File: src/rtl/ovr_guard_pkg.sv
package ovr_guard_pkg;

  typedef enum logic {
    PIN_OVERRANGE = 1'b0,
    PIN_VALID     = 1'b1
  } pin_mode_e;

  // Level of the status pin for a given mode and input set.
  function automatic logic pin_level(input pin_mode_e mode, input logic autorst,
                                     input logic ovr, input logic mem,
                                     input logic busy);
    logic hold;
    hold = autorst & busy;
    if (mode == PIN_VALID) return ~(mem | hold);
    else                   return ovr | hold;
  endfunction

  // True on the edge that completes the required overrange run.
  function automatic logic run_done(input logic ovr, input int unsigned cnt,
                                    input int unsigned run_len);
    return ovr && (cnt == run_len - 1);
  endfunction

endpackage

File: src/rtl/ovr_run_detect.sv
module ovr_run_detect
  import ovr_guard_pkg::*;
#(
  parameter int unsigned RUN_LEN = 16,
  localparam int unsigned CW = $clog2(RUN_LEN + 1)
) (
  input  logic          clk,
  input  logic          rst,
  input  logic          ovr_raw,
  input  logic          lf_sat,
  input  logic          autorst,
  input  logic          busy_q,
  output logic          trig,
  output logic [CW-1:0] run_cnt
);

  logic run_hit;
  logic armed;

  assign armed   = autorst & ~busy_q;
  assign run_hit = run_done(ovr_raw, int'(run_cnt), RUN_LEN);
  assign trig    = armed & (run_hit | lf_sat);

  always_ff @(posedge clk) begin
    if (rst) begin
      run_cnt <= '0;
    end else if (!armed || trig || !ovr_raw) begin
      run_cnt <= '0;
    end else begin
      run_cnt <= run_cnt + CW'(1);
    end
  end

endmodule

File: src/rtl/ovr_rst_seq.sv
module ovr_rst_seq #(
  parameter int unsigned RST_LEN = 8,
  localparam int unsigned SW = $clog2(RST_LEN + 1)
) (
  input  logic clk,
  input  logic rst,
  input  logic trig,
  output logic busy_q,
  output logic busy_d,
  output logic req
);

  logic [SW-1:0] seq_cnt;
  logic          last;

  assign last   = (seq_cnt == SW'(RST_LEN - 1));
  assign busy_d = trig | (busy_q & ~last);

  always_ff @(posedge clk) begin
    if (rst) begin
      busy_q  <= 1'b0;
      req     <= 1'b0;
      seq_cnt <= '0;
    end else begin
      busy_q <= busy_d;
      req    <= trig;
      if (trig || !busy_q) seq_cnt <= '0;
      else                 seq_cnt <= seq_cnt + SW'(1);
    end
  end

endmodule

File: src/rtl/ovr_pin_mux.sv
module ovr_pin_mux
  import ovr_guard_pkg::*;
(
  input  logic clk,
  input  logic rst,
  input  logic dvmode,
  input  logic autorst,
  input  logic ovr_raw,
  input  logic mem_busy,
  input  logic busy_d,
  output logic stat_pin
);

  pin_mode_e mode;
  logic      level;

  assign mode  = dvmode ? PIN_VALID : PIN_OVERRANGE;
  assign level = pin_level(mode, autorst, ovr_raw, mem_busy, busy_d);

  always_ff @(posedge clk) begin
    if (rst) stat_pin <= 1'b0;
    else     stat_pin <= level;
  end

endmodule

File: src/rtl/ovr_lat_pipe.sv
module ovr_lat_pipe #(
  parameter int unsigned DW  = 12,
  parameter int unsigned LAT = 7
) (
  input  logic          clk,
  input  logic          rst,
  input  logic [DW-1:0] din,
  output logic [DW-1:0] dout
);

  logic [DW-1:0] stage [LAT];

  always_ff @(posedge clk) begin
    if (rst) stage[0] <= '0;
    else     stage[0] <= din;
  end

  for (genvar g = 1; g < LAT; g++) begin : g_stage
    always_ff @(posedge clk) begin
      if (rst) stage[g] <= '0;
      else     stage[g] <= stage[g-1];
    end
  end

  assign dout = stage[LAT-1];

endmodule

File: src/rtl/ovr_dclk_sel.sv
module ovr_dclk_sel (
  input  logic clk,
  input  logic inv,
  output logic dclk_out
);

  assign dclk_out = inv ? clk : ~clk;

endmodule

File: src/rtl/ovr_guard.sv
module ovr_guard
  import ovr_guard_pkg::*;
#(
  parameter int unsigned DW      = 12,
  parameter int unsigned LAT     = 7,
  parameter int unsigned RUN_LEN = 16,
  parameter int unsigned RST_LEN = 8,
  localparam int unsigned CW = $clog2(RUN_LEN + 1)
) (
  input  logic          clk,
  input  logic          rst,
  input  logic          ovr_raw,
  input  logic          lf_sat,
  input  logic          mem_busy,
  input  logic          cfg_autorst,
  input  logic          cfg_dvmode,
  input  logic          cfg_dclk_inv,
  input  logic [DW-1:0] din,
  output logic          stat_pin,
  output logic          mod_rst_req,
  output logic          rst_busy,
  output logic [DW-1:0] dout,
  output logic          dclk_out
);

  logic          trig;
  logic          busy_q;
  logic          busy_d;
  logic [CW-1:0] run_cnt;

  ovr_run_detect #(.RUN_LEN(RUN_LEN)) u_det (
    .clk(clk), .rst(rst), .ovr_raw(ovr_raw), .lf_sat(lf_sat),
    .autorst(cfg_autorst), .busy_q(busy_q), .trig(trig), .run_cnt(run_cnt)
  );

  ovr_rst_seq #(.RST_LEN(RST_LEN)) u_seq (
    .clk(clk), .rst(rst), .trig(trig),
    .busy_q(busy_q), .busy_d(busy_d), .req(mod_rst_req)
  );

  ovr_pin_mux u_pin (
    .clk(clk), .rst(rst), .dvmode(cfg_dvmode), .autorst(cfg_autorst),
    .ovr_raw(ovr_raw), .mem_busy(mem_busy), .busy_d(busy_d),
    .stat_pin(stat_pin)
  );

  ovr_lat_pipe #(.DW(DW), .LAT(LAT)) u_pipe (
    .clk(clk), .rst(rst), .din(din), .dout(dout)
  );

  ovr_dclk_sel u_dclk (
    .clk(clk), .inv(cfg_dclk_inv), .dclk_out(dclk_out)
  );

  assign rst_busy = busy_q;

endmodule

File: config.mk
export PLATFORM = sky130hd
export DESIGN_NAME = ovr_guard
export DESIGN_NICKNAME = d
export VERILOG_FILES = /design/src/rtl/ovr_guard_pkg.sv /design/src/rtl/ovr_run_detect.sv /design/src/rtl/ovr_rst_seq.sv /design/src/rtl/ovr_pin_mux.sv /design/src/rtl/ovr_lat_pipe.sv /design/src/rtl/ovr_dclk_sel.sv /design/src/rtl/ovr_guard.sv
export SDC_FILE = /design/constraint.sdc
export NUM_CORES = 1
export LEC_CHECK = 0
export ABC_AREA = 1
export BUFFER_PORTS_ARGS = -buffer_cell sky130_fd_sc_hd__buf_4
export CORE_ASPECT_RATIO = 0.8
export CORE_MARGIN = 4
export CORE_UTILIZATION = 30
export CTS_BUF_LIST = sky130_fd_sc_hd__clkbuf_16
export CTS_CLUSTER_SIZE = 20
export DETAILED_ROUTE_END_ITERATION = 7
export GPL_TIMING_DRIVEN = 0
export PLACE_DENSITY = 0.47
export SLEW_MARGIN = 10
export SYNTH_ARGS = -nofsm -noshare
export SYNTH_HDL_FRONTEND = slang
export SYNTH_SLANG_ARGS = --single-unit
File: constraint.sdc
create_clock -name clk -period 4.25 [get_ports clk]
set_input_delay 0.2125 -clock clk [delete_from_list [all_inputs] [get_ports clk]]
set_output_delay 0.2125 -clock clk [all_outputs]
set_load 0.02 [all_outputs]
---- Word level (Yosys, flattened, before mapping) ----
Memory sizes are Yosys's and may differ from the RTL's.
Index checks and enable logic that the tools add are counted.
cells by class
  add/sub/neg operators ................... 2
  equality and inequality tests ........... 2
  multiplexer cells ....................... 13
  bitwise operators ....................... 19
  reduce and logical (&&, ||, !) cells .... 9
operators by type and width
  kind                                                             number
  12-bit two-way mux                                               7
  1-bit bitwise OR                                                 11
  1-bit two-way mux                                                6
  5-bit by 1-bit adder with 5-bit output, second input constant    1
  5-bit by 4-bit == test with 1-bit output, second input constant  1
  4-bit by 1-bit adder with 4-bit output, second input constant    1
  1-bit bitwise AND                                                4
  4-bit by 3-bit == test with 1-bit output, second input constant  1
  1-bit NOT                                                        4
  2-bit OR reduction                                               2
  1-bit zero test                                                  3
  1-bit logical OR                                                 3
  1-bit logical AND                                                1
word-level totals
  flip-flop bits (word level) ............. 12
  bits in writable memories ............... 84
  bits of input ports ..................... 20
  output and inout port bits .............. 16
  word-level logic and storage cells ...... 51
  memories kept ........................... 1
memory list
  memory        depth  bits a word  rd ports  clocked after Yosys merged registers in  wr ports  RTL line            text
  u_pipe.stage  7      12           7         0                                        7         ovr_lat_pipe.sv:11  logic [DW-1:0] stage [LAT];

---- Longest topological paths before layout ----
  depth after elaboration ................. 9
  depth in mapped cells ................... 12

---- Hierarchy ----
A second synthesis with hierarchy kept.
unflattened totals
  cells, all modules ...................... 348
  area total of the unflattened synthesis .. 3,057.9 um^2
modules (own cells, without submodules)
  module          instances  cells an instance  area an instance (um^2)  seq. area each (um^2)
  ovr_lat_pipe    1          273                2,487.4                  1,681.6
  ovr_run_detect  1          35                 264.0                    100.1
  ovr_rst_seq     1          26                 234.0                    120.1
  ovr_pin_mux     1          9                  53.8                     20.0
  ovr_dclk_sel    1          5                  18.8                     0.0

==> impl_metrics.json <==
{
  "slowest_stage": "buf_4",
  "relSlewSlack_pct": 82.8,
  "slew_violations": 0,
  "grt_pass1_vias": 1683,
  "synth_area_mm2": 0.00287,
  "yosysWarnings": 0,
  "setup_viol": 0,
  "overflow": 0,
  "yosysSeqAreaShare_pct": 67.0,
  "cts_tree": "yes",
  "hold_viol": 0,
  "nets": 408,
  "crit_type": "clock port to output port",
  "wl_per_cell_um": 7.87,
  "avgViaCountPerCell": 3.45,
  "dieArea_mm2": 0.0112,
  "path_buf_inv": 3,
  "post_cts_buffers": 0,
  "cpLargestDelayFamily": "buffers and inverters",
  "place_congestion": 0.638,
  "grt_pass1_wl_um": 7240,
  "drt_iter0_drc": 45,
  "wl_um": 3970,
  "syn_area_per_cell_um2": 8.82,
  "core_mm2": 0.00919,
  "vdd_drop_max_mv": 0.158,
  "powerDensity_mw_per_mm2": 516,
  "fp.dieW_um": 117,
  "hold_start": "cfg_dvmode",
  "area_delta_synth_final_pct": 30.8,
  "vias": 1744,
  "endpoint_kind": "output port",
  "cp_cell_sequence": "clkbuf_16 > clkbuf_16 > xnor2_1 > buf_4",
  "grt_max_degree": 16,
  "worst_pin_slew_ps": 257,
  "fin_cells": 505,
  "rr_startpoint": "u_det.run_cnt[0]",
  "rows": 31,
  "postSynthNetCount": 348,
  "clock_skew_ps": 7.46,
  "max_stage_delay_ps": 160,
  "crit_fanout": 2,
  "timing.hold.ws_ps": 97.0,
  "crit_start": "clk",
  "status": "completed",
  "rsz0062_at_grt": "false",
  "antenna_left": 0,
  "startpoint_type": "clock port",
  "hold_path.class": "primary input to register",
  "p_leak_uw": 0.00167,
  "first_pass_iters": 3,
  "post_dp_cell_area_mm2": 0.00327,
  "n_antenna_cell": 0,
  "antenna_found_initial": 0,
  "worstPathArrival_ps": 2640,
  "path_clk_slew_ps": 60,
  "initial_utilization_pct": 31.2,
  "synth.distinct_cells": 16,
  "placed_cells": 474,
  "worst_path_most_repeated_cell": "clkbuf_16",
  "ys_seq_elements": 96,
  "maxCapViolCount": 0,
  "hpwl_um": 2770,
  "grt_use_total_pct": 8.35,
  "fin_area_mm2": 0.00375,
  "drc": 0,
  "insertion_delay_ps": 440,
  "synthCells": 325,
  "drive_gt1_share_pct": 16.9,
  "die_h_um": 95.5,
  "cp.required_ps": 4040,
  "fin_setup_tns_ps": 0,
  "ios": 36,
  "port_buffers": 34
}
[synthesized netlist by cell type, drive strengths merged]
cell | number | area share (%)
nand3 | 4 | 0.70
ha | 3 | 1.3
a21oi | 4 | 0.83
inv | 95 | 12
o21bai | 1 | 0.26
nor2 | 96 | 13
xnor2 | 2 | 0.61
buf | 10 | 1.8
nand4 | 1 | 0.22
dfxtp | 96 | 67
nand2 | 11 | 1.5
nor3 | 2 | 0.70
[cell usage in the layout, fill, tap and decap left out, drive strengths merged]
| cell type | count |
|---|---|
| bufinv | 1 |
| xnor2 | 2 |
| clkbuf | 12 |
| ha | 3 |
| nor3 | 2 |
| a21oi | 4 |
| clkinvlp | 1 |
| o21bai | 1 |
| dlygate4sd3 | 12 |
| nand4 | 1 |
| clkinv | 4 |
| buf | 44 |
| inv | 96 |
| nand2 | 11 |
| dfxtp | 96 |
| nand3 | 4 |
| nor2 | 96 |
[tightest hold or removal path, cell delays in order]
cell and delay, ps:
buf_4 80, inv_1 30, a21oi_1 110, nor2_1 60
[per-layer routing]
layer,wire [um],GRT usage [%]
met1,1950,8.75
met2,1680,13.4
met3,259,4.92
met4,82,4.49
met5,0,0
[sequential cells by signal (all words and copies together), names as in the netlist]
name / cells
u_seq.req: 1
u_seq.seq_cnt: 4
u_seq.busy_q: 1
u_pin.stat_pin: 1
u_pipe.stage: 84
u_det.run_cnt: 5
[where the power goes]
group | switching (uW) | total (uW) | internal [uW]
sequential | 5.84 | 926 | 920
combinational | 35.3 | 69.2 | 33.9
clock | 352 | 941 | 589
[layout make-up]
type / count / area (um2)
plain buffers: 10 / 52.6
clock buffers: 13 / 308
clock inverters: 7 / 63.8
fillers: 935 / 5440
inverters: 95 / 357
multi-input cells: 124 / 537
flip-flops and latches: 96 / 1920
well taps: 115 / 144
repair buffers: 45 / 368
[per-stage QoR]
stage	power (uW)	utilization, %	setup WS [ps]
2_1_floorplan	1000	-	1540
3_3_place_gp	1040	35.5	1650
3_5_place_dp	1050	35.5	1650
4_1_cts	1970	40.8	1390
5_1_grt	2020	40.8	1330
6_report	1940	40.8	1390
[worst paths after layout]
| check | to | slack, ps | cells after the start |
|---|---|---|---|
| worst min-delay path | u_pin.stat_pin | 100 | 4 |
| worst max-delay path | dclk_out | 1390 | 4 |
| worst min register to register | u_pipe.stage[2][13] | 400 | 2 |
| worst max register to register | u_det.run_cnt[2] | 2690 | 9 |
[kinds of logic (layout without fill, tap and decap cells)]
family / count (synthesis) / in the layout / share of synthesized area, %
adders and majority gates: 3 / 3 / 1.31
DFF: 96 / 96 / 67.0
and+or+nand+nor: 114 / 114 / 15.7
buffers and inverters: 105 / 170 / 14.3
AOI/OAI and AO/OA: 5 / 5 / 1.09
xor gates and xnor gates: 2 / 2 / 0.611
[what timing repair did]
item / in CTS / in global routing
hold endpoints to repair: 12 / 0
hold buffers: 12 / 0
resized for setup: 0 / 0
Note: power is estimated with default switching activity, not from simulation.
